**src/rtl/osa_pkg.sv**
```systemverilog
package osa_pkg;
    localparam int NIB_BITS     = 4;
    localparam int BYTE_BITS    = 2 * NIB_BITS;
    localparam int SEARCH_SLOTS = 3 * NIB_BITS;

    typedef enum logic [2:0] {
        ST_IDLE,
        ST_RD_TRUE,
        ST_RD_COMP,
        ST_WR_BIT,
        ST_BYTE_SLOT
    } osa_state_e;
endpackage

```
**src/rtl/osa_branch.sv**
```systemverilog
// Branch decision for one ROM position from its true and complement reads.
module osa_branch (
    input  logic true_bit,
    input  logic comp_bit,
    input  logic dir_bit,
    output logic wr_bit,
    output logic disc,
    output logic no_dev
);
    always_comb begin
        wr_bit = true_bit;
        disc   = 1'b0;
        no_dev = 1'b0;
        if (!true_bit && !comp_bit) begin
            wr_bit = dir_bit;
            disc   = 1'b1;
        end else if (true_bit && comp_bit) begin
            wr_bit = 1'b1;
            no_dev = 1'b1;
        end
    end
endmodule

```
**src/rtl/osa_pos_cnt.sv**
```systemverilog
// Position counter with a run-time limit.
module osa_pos_cnt #(
    parameter int POS_W = 3
) (
    input  logic             clk,
    input  logic             rst_n,
    input  logic             clear,
    input  logic             step,
    input  logic [POS_W-1:0] limit,
    output logic [POS_W-1:0] pos,
    output logic             at_limit
);
    always_ff @(posedge clk or negedge rst_n) begin
        if (!rst_n)      pos <= '0;
        else if (clear)  pos <= '0;
        else if (step)   pos <= pos + 1'b1;
    end

    assign at_limit = (pos == limit);
endmodule

```
**src/rtl/osa_search_accel.sv**
```systemverilog
module osa_search_accel
    import osa_pkg::*;
#(
    parameter int NIB_W  = osa_pkg::NIB_BITS,
    parameter int BYTE_W = 2 * NIB_W
) (
    input  logic              clk,
    input  logic              rst_n,
    input  logic              search_en,
    input  logic              start,
    input  logic [BYTE_W-1:0] wr_data,
    output logic              slot_req,
    output logic              slot_bit,
    input  logic              slot_ack,
    input  logic              slot_rbit,
    output logic              done,
    output logic [BYTE_W-1:0] result,
    output logic              no_resp
);
    localparam int POS_W = $clog2(BYTE_W);

    osa_state_e        state_q, state_d;
    logic [BYTE_W-1:0] data_q, acc_q, acc_d;
    logic              nores_q, nores_d;
    logic              true_q, wbit_q;
    logic              fin;
    logic              ack_ok;
    logic [POS_W-1:0]  pos, limit;
    logic              at_limit, cnt_clear, cnt_step;
    logic              br_wr, br_disc, br_nodev;

    assign ack_ok    = slot_ack && slot_req;
    assign limit     = (state_q == ST_BYTE_SLOT) ? POS_W'(BYTE_W - 1) : POS_W'(NIB_W - 1);
    assign cnt_clear = (state_q == ST_IDLE) && start;
    assign cnt_step  = ack_ok && !at_limit &&
                       ((state_q == ST_WR_BIT) || (state_q == ST_BYTE_SLOT));

    osa_pos_cnt #(.POS_W(POS_W)) u_pos (
        .clk      (clk),
        .rst_n    (rst_n),
        .clear    (cnt_clear),
        .step     (cnt_step),
        .limit    (limit),
        .pos      (pos),
        .at_limit (at_limit)
    );

    osa_branch u_branch (
        .true_bit (true_q),
        .comp_bit (slot_rbit),
        .dir_bit  (data_q[pos]),
        .wr_bit   (br_wr),
        .disc     (br_disc),
        .no_dev   (br_nodev)
    );

    // Next-state and accumulator update
    always_comb begin
        state_d = state_q;
        acc_d   = acc_q;
        nores_d = nores_q;
        fin     = 1'b0;
        unique case (state_q)
            ST_IDLE: begin
                if (start) begin
                    state_d = search_en ? ST_RD_TRUE : ST_BYTE_SLOT;
                    acc_d   = '0;
                    nores_d = 1'b0;
                end
            end
            ST_RD_TRUE: begin
                if (ack_ok) state_d = ST_RD_COMP;
            end
            ST_RD_COMP: begin
                if (ack_ok) begin
                    acc_d[pos]               = br_disc;
                    acc_d[NIB_W + int'(pos)] = br_wr;
                    nores_d                  = nores_q | br_nodev;
                    state_d                  = ST_WR_BIT;
                end
            end
            ST_WR_BIT: begin
                if (ack_ok) begin
                    if (at_limit) begin
                        state_d = ST_IDLE;
                        fin     = 1'b1;
                    end else begin
                        state_d = ST_RD_TRUE;
                    end
                end
            end
            ST_BYTE_SLOT: begin
                if (ack_ok) begin
                    acc_d[pos] = slot_rbit;
                    if (at_limit) begin
                        state_d = ST_IDLE;
                        fin     = 1'b1;
                    end
                end
            end
            default: state_d = ST_IDLE;
        endcase
    end

    // State register
    always_ff @(posedge clk or negedge rst_n) begin
        if (!rst_n) state_q <= ST_IDLE;
        else        state_q <= state_d;
    end

    // Slot request outputs
    always_comb begin
        slot_req = 1'b1;
        slot_bit = 1'b1;
        unique case (state_q)
            ST_IDLE:      slot_req = 1'b0;
            ST_RD_TRUE,
            ST_RD_COMP:   slot_bit = 1'b1;
            ST_WR_BIT:    slot_bit = wbit_q;
            ST_BYTE_SLOT: slot_bit = data_q[pos];
            default:      slot_req = 1'b0;
        endcase
    end

    // Datapath registers
    always_ff @(posedge clk or negedge rst_n) begin
        if (!rst_n) begin
            data_q  <= '0;
            acc_q   <= '0;
            nores_q <= 1'b0;
            true_q  <= 1'b0;
            wbit_q  <= 1'b0;
            result  <= '0;
            no_resp <= 1'b0;
            done    <= 1'b0;
        end else begin
            acc_q   <= acc_d;
            nores_q <= nores_d;
            done    <= fin;
            if (cnt_clear) data_q <= wr_data;
            if (state_q == ST_RD_TRUE && ack_ok) true_q <= slot_rbit;
            if (state_q == ST_RD_COMP && ack_ok) wbit_q <= br_wr;
            if (fin) begin
                result  <= acc_d;
                no_resp <= nores_d;
            end
        end
    end
endmodule

```
**config.mk**
```make
export PLATFORM = sky130hd
export DESIGN_NAME = osa_search_accel
export DESIGN_NICKNAME = d
export VERILOG_FILES = /design/src/rtl/osa_pkg.sv /design/src/rtl/osa_branch.sv /design/src/rtl/osa_pos_cnt.sv /design/src/rtl/osa_search_accel.sv
export SDC_FILE = /design/constraint.sdc
export NUM_CORES = 1
export LEC_CHECK = 0
export ABC_CLOCK_PERIOD_IN_PS = 2200
export BUFFER_PORTS_ARGS = -buffer_cell sky130_fd_sc_hd__buf_2
export CAP_MARGIN = 20
export CORE_ASPECT_RATIO = 0.6
export CORE_UTILIZATION = 40
export DETAILED_ROUTE_END_ITERATION = 10
export MAX_ROUTING_LAYER = met4
export PLACE_DENSITY = 0.58
export SYNTH_ARGS = -nofsm -noshare
export SYNTH_HDL_FRONTEND = slang
export SYNTH_SLANG_ARGS = --single-unit
```
**constraint.sdc**
```tcl
create_clock -name clk -period 2.2 [get_ports clk]
set_input_delay 0.44 -clock clk [delete_from_list [all_inputs] [get_ports clk]]
set_output_delay 0.44 -clock clk [all_outputs]
set_load 0.02 [all_outputs]
```
==> reports/results.tsv, run 1 <==
metric	value	unit
CP required	1.76	ns
flip-flop and latch count after synthesis	35	
Starting Density	42.4	%
antenna violations before repair	0	
final setup violation count	0	
Power Density	1270	nW/um2
unrepaired setup endpoints after global routing	true	
GP Congestion	0.885	
Cell Area, Synth	1980	um2
Crit path max-delay family	compound AO/OA/AOI/OAI gates	
design area	2420	um2
setup TNS	0	ns
min Tclk post-route	2.18	ns
initial DRC count	128	
Async SR Flop Fraction	100	%
syn nets	243	
CTS clk-pin slew, worst paths	0.07	ns
clock buffer count from CTS	5	
CTS tree	done	
drt first pass iters	5	
Post-CTS Hold Buffers	0	
f_max	0.458	GHz
Max Clock Skew	0.00472	ns
final hold viol count	0	
Simple-Gate Fraction of Synth Area	23.6	%
core area	4660	um2
kind of critical path	register to primary output	
register area share after synthesis	44.3	%
Rel. slew slack	48.7	%
largest family of logic cells by synthesized area	simple AND/OR/NAND/NOR gates	
largest net degree at the start of global routing	36	
DRC viols	0	
vias	1806	
Power Total	0.00308	W
routed wire length	5010	um
worst-margin pin slew	0.770	ns
Max FO, Critical Path	5	
outcome	completed	
Skew-Pair Late Insertion Delay	0.28	ns
num ports	26	
area grow syn2layout	22.4	%
share of layout cells above drive strength 1	26.5	%
clock root cell	clkbuf_8	
# H-tree levels	2	
Cell Chain, Critical Path	buf_8, mux2_4, a31oi_1, o211ai_1, o22a_1, buf_4	
Yosys cell types	49	
DP Worst Slack	0.142	ns
mux share of post-synthesis cell area	4.31	%
Synth Area in Compound Gates	21.3	%
port bufs	25	
Startpoint Class	register	
CP Capture Type	primary output	
crit path max-delay cell type	dfrtp_1	
fin nets	283	
global-route wire length before repair	8270	um
routed vias/inst	5.46	
Die ar.	5230	um2
Worst Path Buf+Inv	2	
max-cap violations	0	
Synth Flop Type	dfrtp_1	
vias in the first global route	1591	
synthesized area per cell	8.67	um2
# diodes	0	
die width	92.7	um
die height	56.4	um
Final Slew Violations	0	
VDD IR-drop max	0.484	mV
Syn. warnings	0	
Leak	1.12	nW
worst hold-check path type	input pin to async pin	
DP Wirelength	3560	um
Placement Cell Area	2210	um2
Post-synth EDFFs	0	
fin cells	331	
clock sink count	35	
Global Route Usage Sum	21.3	%
max incr delay on CP	0.40	ns
worst endpoint data arrival time	1.74	ns
grt ovf	0	
Post-Synth Adder-Cell Area	0.633	%
Mapped Cells	228	
Inst Count DP	315	
FP Rows	19	
Final WS setup	0.0176	ns
final worst path period share	99.2	%
Clock Tree Buf Depth	2	
mean routed wirelength per cell	15.1	um
xor/xnor cell area share of the yosys netlist	0.887	%
Routed Antenna Nets	0	
-- layout by cell type, fill, tap and decap left out, drive strengths merged, types with 3 or more instances in the layout --
cell	synthesis	layout
nand3b	3	3
o211ai	5	5
a31oi	7	7
o31ai	4	4
o21ai	25	25
dfrtp	35	35
clkbuf	8	6
nor2b	3	3
buf	9	50
nand3	7	7
nand2	48	48
inv	3	3
mux2	4	4
mux2i	4	4
nor3b	3	3
a21oi	14	14
nor2	16	16
-- synth_stat cells, types with 3 or more instances --
| library cell | n | area (um2) |
|---|---|---|
| o21ai_1 | 22 | 110 |
| o21ai_0 | 3 | 15.0 |
| mux2_2 | 3 | 33.8 |
| mux2i_1 | 4 | 40.0 |
| nor2b_1 | 3 | 18.8 |
| a21oi_1 | 13 | 65.1 |
| nand3_1 | 7 | 35.0 |
| a31oi_1 | 7 | 43.8 |
| nor2_1 | 15 | 56.3 |
| dfrtp_1 | 35 | 876 |
| o211ai_1 | 5 | 37.5 |
| buf_2 | 7 | 35.0 |
| clkbuf_1 | 7 | 26.3 |
| nand3b_1 | 3 | 22.5 |
| o31ai_1 | 4 | 30.0 |
| nand2_1 | 47 | 176 |
-- where the power goes --
group	switching [W]	total (W)	internal, W
clock	0.000222	0.000553	0.000332
combinational	0.000816	0.00150	0.000686
sequential	0.000187	0.00103	0.000840
-- metal layers --
metal / vias up / share of wire [%] / wire, um / global-route usage (%)
met3: 2 / 6.7 / 337 / 5.15
met2: 64 / 38 / 1890 / 25.7
li1: 886 / - / - / -
met1: 854 / 55 / 2770 / 34.6
met4: 0 / 0.28 / 14 / 4.40
met5: - / 0 / 0 / -
-- registers in the layout, summed over array words and instances, names as in the netlist --
name       count
result         8
true_q         1
done           1
state_q        3
data_q         8
nores_q        1
acc_q          8
no_resp        1
wbit_q         1
u_pos.pos      3
-- what timing repair did --
action | in CTS | in global routing
pin swaps | 2 | 3
resized for setup | 4 | 4
buffers inserted | 8 | 1
endpoints found under the setup margin | 1 | 8
-- kinds of logic after synthesis --
logic type | count (synthesis)
xor gates and xnor gates | 2
adders and majority gates | 1
and+or+nand+nor | 95
DFF | 35
AOI/OAI and AO/OA | 67
muxes | 8
buffers and inverters | 20
-- cell type report --
cell class              count  area [um2]
fillers                   473        2240
multi-input cells         173        1030
flip-flops and latches     35         876
repair buffers             50         323
well taps                  63        78.8
clock buffers               6        72.6
clock inverters             1        30.0
inverters                   3        11.3
-- stage by stage --
| stage | hold WS [ns] | utilization [%] |
|---|---|---|
| 2_1_floorplan | 0.144 | - |
| 3_3_place_gp | 0.456 | 47.5 |
| 3_5_place_dp | 0.459 | 47.5 |
| 4_1_cts | 0.264 | 51.3 |
| 5_1_grt | 0.298 | 51.9 |
| 6_report | 0.223 | 51.9 |
-- path summary, 6_finish.rpt --
path | startpoint | end | slack, ns | cells past startpoint
hold / removal | rst_n | result[2]$_DFFE_PN0P_ | 0.22 | 1
min in group clk | wr_data[4] | data_q[4]$_DFFE_PN0P_ | 0.34 | 3
max in group asynchronous | rst_n | result[5]$_DFFE_PN0P_ | 1.48 | 1
setup / recovery | u_pos.pos[0]$_DFFE_PN0P_ | slot_bit | 0.02 | 6
setup reg to reg | u_pos.pos[0]$_DFFE_PN0P_ | wbit_q$_DFFE_PN0P_ | 0.02 | 12
hold reg to reg | acc_q[1]$_DFF_PN0_ | acc_q[1]$_DFF_PN0_ | 0.47 | 2
Power figures use the tool's default switching activity.
==> run 2, diff against run 1 <==
==> constraint.sdc (replaced) <==
create_clock -name clk -period 2.2 [get_ports clk]
set_input_delay 0.44 -clock clk [delete_from_list [all_inputs] [get_ports clk]]
set_output_delay 0.44 -clock clk [all_outputs]
set_load 0.01 [all_outputs]
==> reports/results.tsv, run 2 (synthesized netlist as in run 1, its figures left out) <==
metric	value	unit	change
Startpoint Class	register		
share of layout cells above drive strength 1	25.9	%	-0.55 points
setup TNS	0	ns	unchanged
Inst Count DP	318		+0.95%
die width	92.7	um	unchanged
Max Clock Skew	0.00557	ns	+0.000848 ns
core area	4660	um2	unchanged
Clock Tree Buf Depth	2		unchanged
CTS clk-pin slew, worst paths	0.07	ns	about the same
global-route wire length before repair	8060	um	-2.5%
CP required	1.76	ns	about the same
crit path from	u_pos.pos[1]$_DFFE_PN0P_		
final hold viol count	0		unchanged
fin nets	281		-0.71%
Reg-to-Reg Start	u_pos.pos[0]$_DFFE_PN0P_		
f_max	0.462	GHz	+0.82%
routed vias/inst	5.22		-4.3%
Skew-Pair Late Insertion Delay	0.28	ns	about the same
# H-tree levels	2		unchanged
area grow syn2layout	21.9	%	
final worst path period share	98.4	%	-0.80 points
DRC viols	0		unchanged
CP Capture Type	primary output		
initial DRC count	156		+22%
port bufs	25		unchanged
Die ar.	5230	um2	unchanged
die height	56.4	um	unchanged
max-cap violations	0		unchanged
Cell Chain, Critical Path	mux2_1, a22oi_2, o211ai_1, o22a_1, buf_2		
outcome	completed		
CTS tree	done		
drt first pass iters	4		-1
Power Density	1220	nW/um2	-4.3%
worst endpoint data arrival time	1.72	ns	-0.02 ns
clock root cell	clkbuf_8		
worst hold-check path type	input pin to async pin		
vias	1718		-4.9%
clock buffer count from CTS	5		unchanged
Regs by FF count	acc_q (8), data_q (8), result (8)		
routed wire length	4830	um	-3.6%
GP Congestion	0.873		-1.3%
max incr delay on CP	0.40	ns	about the same
clock sink count	35		unchanged
Leak	1.11	nW	-0.97%
Routed Antenna Nets	0		unchanged
# diodes	0		unchanged
Min Hold Slack	0.239	ns	+0.0153 ns
antenna violations before repair	0		unchanged
filler cell count	462		-2.3%
mean routed wirelength per cell	14.7	um	-3.0%
FP Rows	19		unchanged
Starting Density	42.4	%	unchanged
commonest cells after routing, fill and taps aside	nand2_1 (47), dfrtp_1 (35), buf_2 (25), o21ai_1 (22), buf_4 (22)		
Final Slew Violations	0		unchanged
most common cell after layout, fill and taps aside	nand2_1		
kind of critical path	register to primary output		
min Tclk post-route	2.16	ns	-0.0176 ns
Max FO, Critical Path	3		-2
setup slack, reg-to-reg	0.36	ns	+0.34 ns
fin cells	329		-0.60%
DP Wirelength	3490	um	-1.9%
final setup violation count	0		unchanged
Rel. slew slack	48.3	%	-0.41 points
unrepaired setup endpoints after global routing	true		
final core occ	51.7	%	-0.19 points
vias in the first global route	1541		-3.1%
num ports	26		unchanged
VDD IR-drop max	0.493	mV	+1.9%
Global Route Usage Sum	21.1	%	-0.20 points
Crit path max-delay family	compound AO/OA/AOI/OAI gates		
Worst Path Buf+Inv	1		-1
design area	2410	um2	-0.36%
grt ovf	0		unchanged
Placement Cell Area	2240	um2	+1.0%
crit path max-delay cell type	dfrtp_1		
worst-margin pin slew	0.776	ns	+0.00619 ns
largest net degree at the start of global routing	36		unchanged
run 2: cell types whose count changed in the layout (fill, tap and decap cells not counted), sizes merged:
| cell | before | now |
|---|---|---|
| buf | 50 | 48 |
run 2: final timing paths:
path | to | cells past startpoint
max in group asynchronous | acc_q[7]$_DFF_PN0_ | 1
min reg2reg | data_q[7]$_DFFE_PN0P_ | 2
min | acc_q[2]$_DFF_PN0_ | 1
min in group clk | data_q[0]$_DFFE_PN0P_ | 3
max reg2reg | result[1]$_DFFE_PN0P_ | 8
max | slot_bit | 5
run 2: what timing repair did:
item	4_1_cts	5_1_grt
hold endpoints to repair	0	0
hold buffers	0	0
buffers inserted	2	1
resized for setup	3	5
pin swaps	0	3
endpoints found under the setup margin	1	1
run 2: stage by stage:
stage | setup slack (ns) | total power (W)
floorplan | 0.443 | 0.00188
global placement | 0.210 | 0.00230
detailed placement | 0.110 | 0.00229
CTS | 0.00544 | 0.00290
global route | -0.0899 | 0.00317
finish | 0.0353 | 0.00294
run 2: where the power goes:
| part | internal, W | switching, W | total, W |
|---|---|---|---|
| Clock | 0.000332 | 0.000223 | 0.000555 |
| Combinational | 0.000601 | 0.000791 | 0.00139 |
| Sequential | 0.000841 | 0.000152 | 0.000992 |
| Total | 0.00177 | 0.00117 | 0.00294 |
run 2: layout make-up:
cell class / instances / area, um2 / share of cell area (%)
clock inverters: 1 / 30.0 / 1.25
repair buffers: 48 / 305 / 12.7
flip-flops and latches: 35 / 876 / 36.4
inverters: 3 / 11.3 / 0.468
multi-input cells: 173 / 1030 / 43.0
well taps: 63 / 78.8 / 3.27
clock buffers: 6 / 72.6 / 3.01
run 2: worst reg2reg max path: stages (launching register included):
cell and delay [ns]:
dfrtp_1 0.40, ha_1 0.25, nand2_1 0.08, nor3_1 0.04, a41oi_1 0.51, buf_4 0.26
buf_4 0.12, nand2_1 0.04, o21ai_1 0.06
run 2: per-layer routing:
metal | GRT usage (%) | wire, um
met2 | 24.1 | 1710
met1 | 35.0 | 2750
met3 | 6.10 | 348
met5 | - | 0
met4 | 3.96 | 23
==> run 3, diff against run 2 <==
--- a/config.mk
+++ b/config.mk
@@ -5,14 +5,13 @@
 export SDC_FILE = /design/constraint.sdc
 export NUM_CORES = 1
 export LEC_CHECK = 0
-export ABC_CLOCK_PERIOD_IN_PS = 2200
+export ABC_CLOCK_PERIOD_IN_PS = 2050
 export BUFFER_PORTS_ARGS = -buffer_cell sky130_fd_sc_hd__buf_2
 export CAP_MARGIN = 20
-export CORE_ASPECT_RATIO = 0.6
-export CORE_UTILIZATION = 40
+export CORE_UTILIZATION = 55
 export DETAILED_ROUTE_END_ITERATION = 10
 export MAX_ROUTING_LAYER = met4
-export PLACE_DENSITY = 0.58
+export PLACE_DENSITY = 0.76
 export SYNTH_ARGS = -nofsm -noshare
 export SYNTH_HDL_FRONTEND = slang
 export SYNTH_SLANG_ARGS = --single-unit
==> constraint.sdc (replaced) <==
create_clock -name clk -period 2.05 [get_ports clk]
set_input_delay 0.41 -clock clk [delete_from_list [all_inputs] [get_ports clk]]
set_output_delay 0.41 -clock clk [all_outputs]
set_load 0.01 [all_outputs]
==> reports/results.tsv, run 3 (synthesized netlist as in run 1, its figures left out) <==
metric	value	unit	change
Post-CTS Hold Buffers	0		unchanged
FP Rows	21		+2
clock root cell	clkbuf_4		
VDD IR-drop max	0.576	mV	+17%
worst hold-check path type	input pin to async pin		
final worst path period share	106	%	
met2 WL	2080	um	+22%
Routed Antenna Nets	0		unchanged
kind of critical path	register to primary output		
mean routed wirelength per cell	14.6	um	-0.79%
share of layout cells above drive strength 1	25.8	%	-0.17 points
commonest cells after routing, fill and taps aside	nand2_1 (47), dfrtp_1 (31), buf_2 (25), o21ai_1 (22), buf_4 (16)		
Min Hold Slack	0.124	ns	-0.115 ns
worst-margin pin slew	0.752	ns	-0.0235 ns
worst endpoint data arrival time	1.75	ns	+0.03 ns
routed vias/inst	5.73		+9.6%
Rel. slew slack	49.9	%	+1.6 points
die height	61.9	um	+9.7%
outcome	finished with violations		
Global Route Usage Sum	27.1	%	+6.0 points
grt ovf	0		unchanged
GP Congestion	0.914		+4.6%
port bufs	25		unchanged
min Tclk post-route	2.16	ns	
final setup violation count	1		+1
Clock Tree Buf Depth	2		unchanged
Starting Density	58.3	%	+16 points
Max FO, Critical Path	5		+2
Final WS setup	-0.113	ns	-0.148 ns
final core occ	67.6	%	+16 points
Skew-Pair Late Insertion Delay	0.34	ns	+0.06 ns
final hold viol count	0		unchanged
routed wire length	4460	um	-7.7%
fin nets	275		-2.1%
largest net degree at the start of global routing	36		unchanged
uppermost layer routed	met4		
# diodes	0		unchanged
Final Slew Violations	0		unchanged
num ports	26		unchanged
Leak	1.06	nW	-4.9%
Regs by FF count	acc_q (8), data_q (8), result (8)		
max-cap violations	0		unchanged
CP Capture Type	primary output		
unrepaired setup endpoints after global routing	true		
Startpoint Class	register		
CP required	1.64	ns	-0.12 ns
failing checks	setup timing		
Power Total	0.00289	W	-1.7%
f_max	0.462	GHz	
area grow syn2layout	15.9	%	
metal3 WL	208	um	-40%
core area	3390	um2	-27%
vias	1752		+2.0%
Die ar.	3840	um2	-27%
die width	61.9	um	-33%
CTS clk-pin slew, worst paths	0.10	ns	+0.03 ns
# H-tree levels	2		unchanged
antenna violations before repair	0		unchanged
clock sink count	35		unchanged
most common cell after layout, fill and taps aside	nand2_1		
M1 WL	2030	um	-26%
drt first pass iters	4		unchanged
CTS tree	done		
initial DRC count	98		-37%
Power Density	1260	nW/um2	+3.4%
clock buffer count from CTS	5		unchanged
DP Wirelength	3160	um	-9.5%
Inst Count DP	295		-7.2%
Max Clock Skew	0.0116	ns	+0.00604 ns
global-route wire length before repair	7110	um	-12%
DRC viols	0		unchanged
fin cells	306		-7.0%
vias in the first global route	1528		-0.84%
[run 3: changes by cell type in the layout (fill, tap and decap cells not counted), moves of 4 or more]
cell      change
clkbuf_8      -4
dfrtp_1       -4
clkbuf_4      +5
buf_4         -6
dfrtp_2       +4
[run 3: layout make-up]
class,count,area (um2)
fill,281,1100
timing repair buffer,42,256
inverter,3,11.3
sequential,35,881
clock buffer,6,51.3
tap,46,57.6
multi-input combinational,173,1030
clock inverter,1,5.00
[run 3: final timing paths]
| kind | from | to | slack, ns | cells after the start |
|---|---|---|---|---|
| setup reg to reg | state_q[1]$_DFFE_PN0P_ | acc_q[6]$_DFF_PN0_ | 0.26 | 6 |
| max in group asynchronous | rst_n | state_q[0]$_DFFE_PN0P_ | 1.39 | 1 |
| hold / removal | rst_n | acc_q[0]$_DFF_PN0_ | 0.12 | 1 |
| setup / recovery | u_pos.pos[0]$_DFFE_PN0P_ | slot_bit | -0.11 | 5 |
| hold reg to reg | acc_q[1]$_DFF_PN0_ | acc_q[1]$_DFF_PN0_ | 0.48 | 2 |
| min in group clk | wr_data[0] | data_q[0]$_DFFE_PN0P_ | 0.25 | 3 |
[run 3: metal layers]
| metal | track usage [%] | up-vias |
|---|---|---|
| li1 | - | 874 |
| met1 | 34.3 | 811 |
| met2 | 41.2 | 54 |
| met3 | 5.80 | 13 |
| met4 | 13.3 | 0 |
| met5 | - | - |
[run 3: metrics by stage]
stage / setup slack [ns] / area (um2) / setup TNS, ns
global route: -0.196 / 2290 / -0.196
CTS: -0.0969 / 2260 / -0.0969
finish: -0.113 / 2290 / -0.113
floorplan: 0.323 / 1980 / 0
detailed placement: 0.150 / 2170 / 0
global placement: 0.224 / 2170 / 0
[run 3: repair_timing]
item | in CTS | in global routing
setup buffers | 1 | 3
pin swaps | 3 | 3
resized for setup | 7 | 3
endpoints found under the hold margin | 0 | 0
endpoints found under the setup margin | 2 | 2
[run 3: power by group]
group	total [W]	internal, W	switching, W
Sequential	0.00113	0.000907	0.000221
Combinational	0.00139	0.000613	0.000773
Clock	0.000375	0.000159	0.000217
Total	0.00289	0.00168	0.00121
[run 3: worst max-delay path, cell delays in order (launching register included)]
cell and delay [ns]:
dfrtp_2 0.44, mux2_2 0.34, a31oi_1 0.16, o211ai_1 0.13
o22a_1 0.20, buf_2 0.14
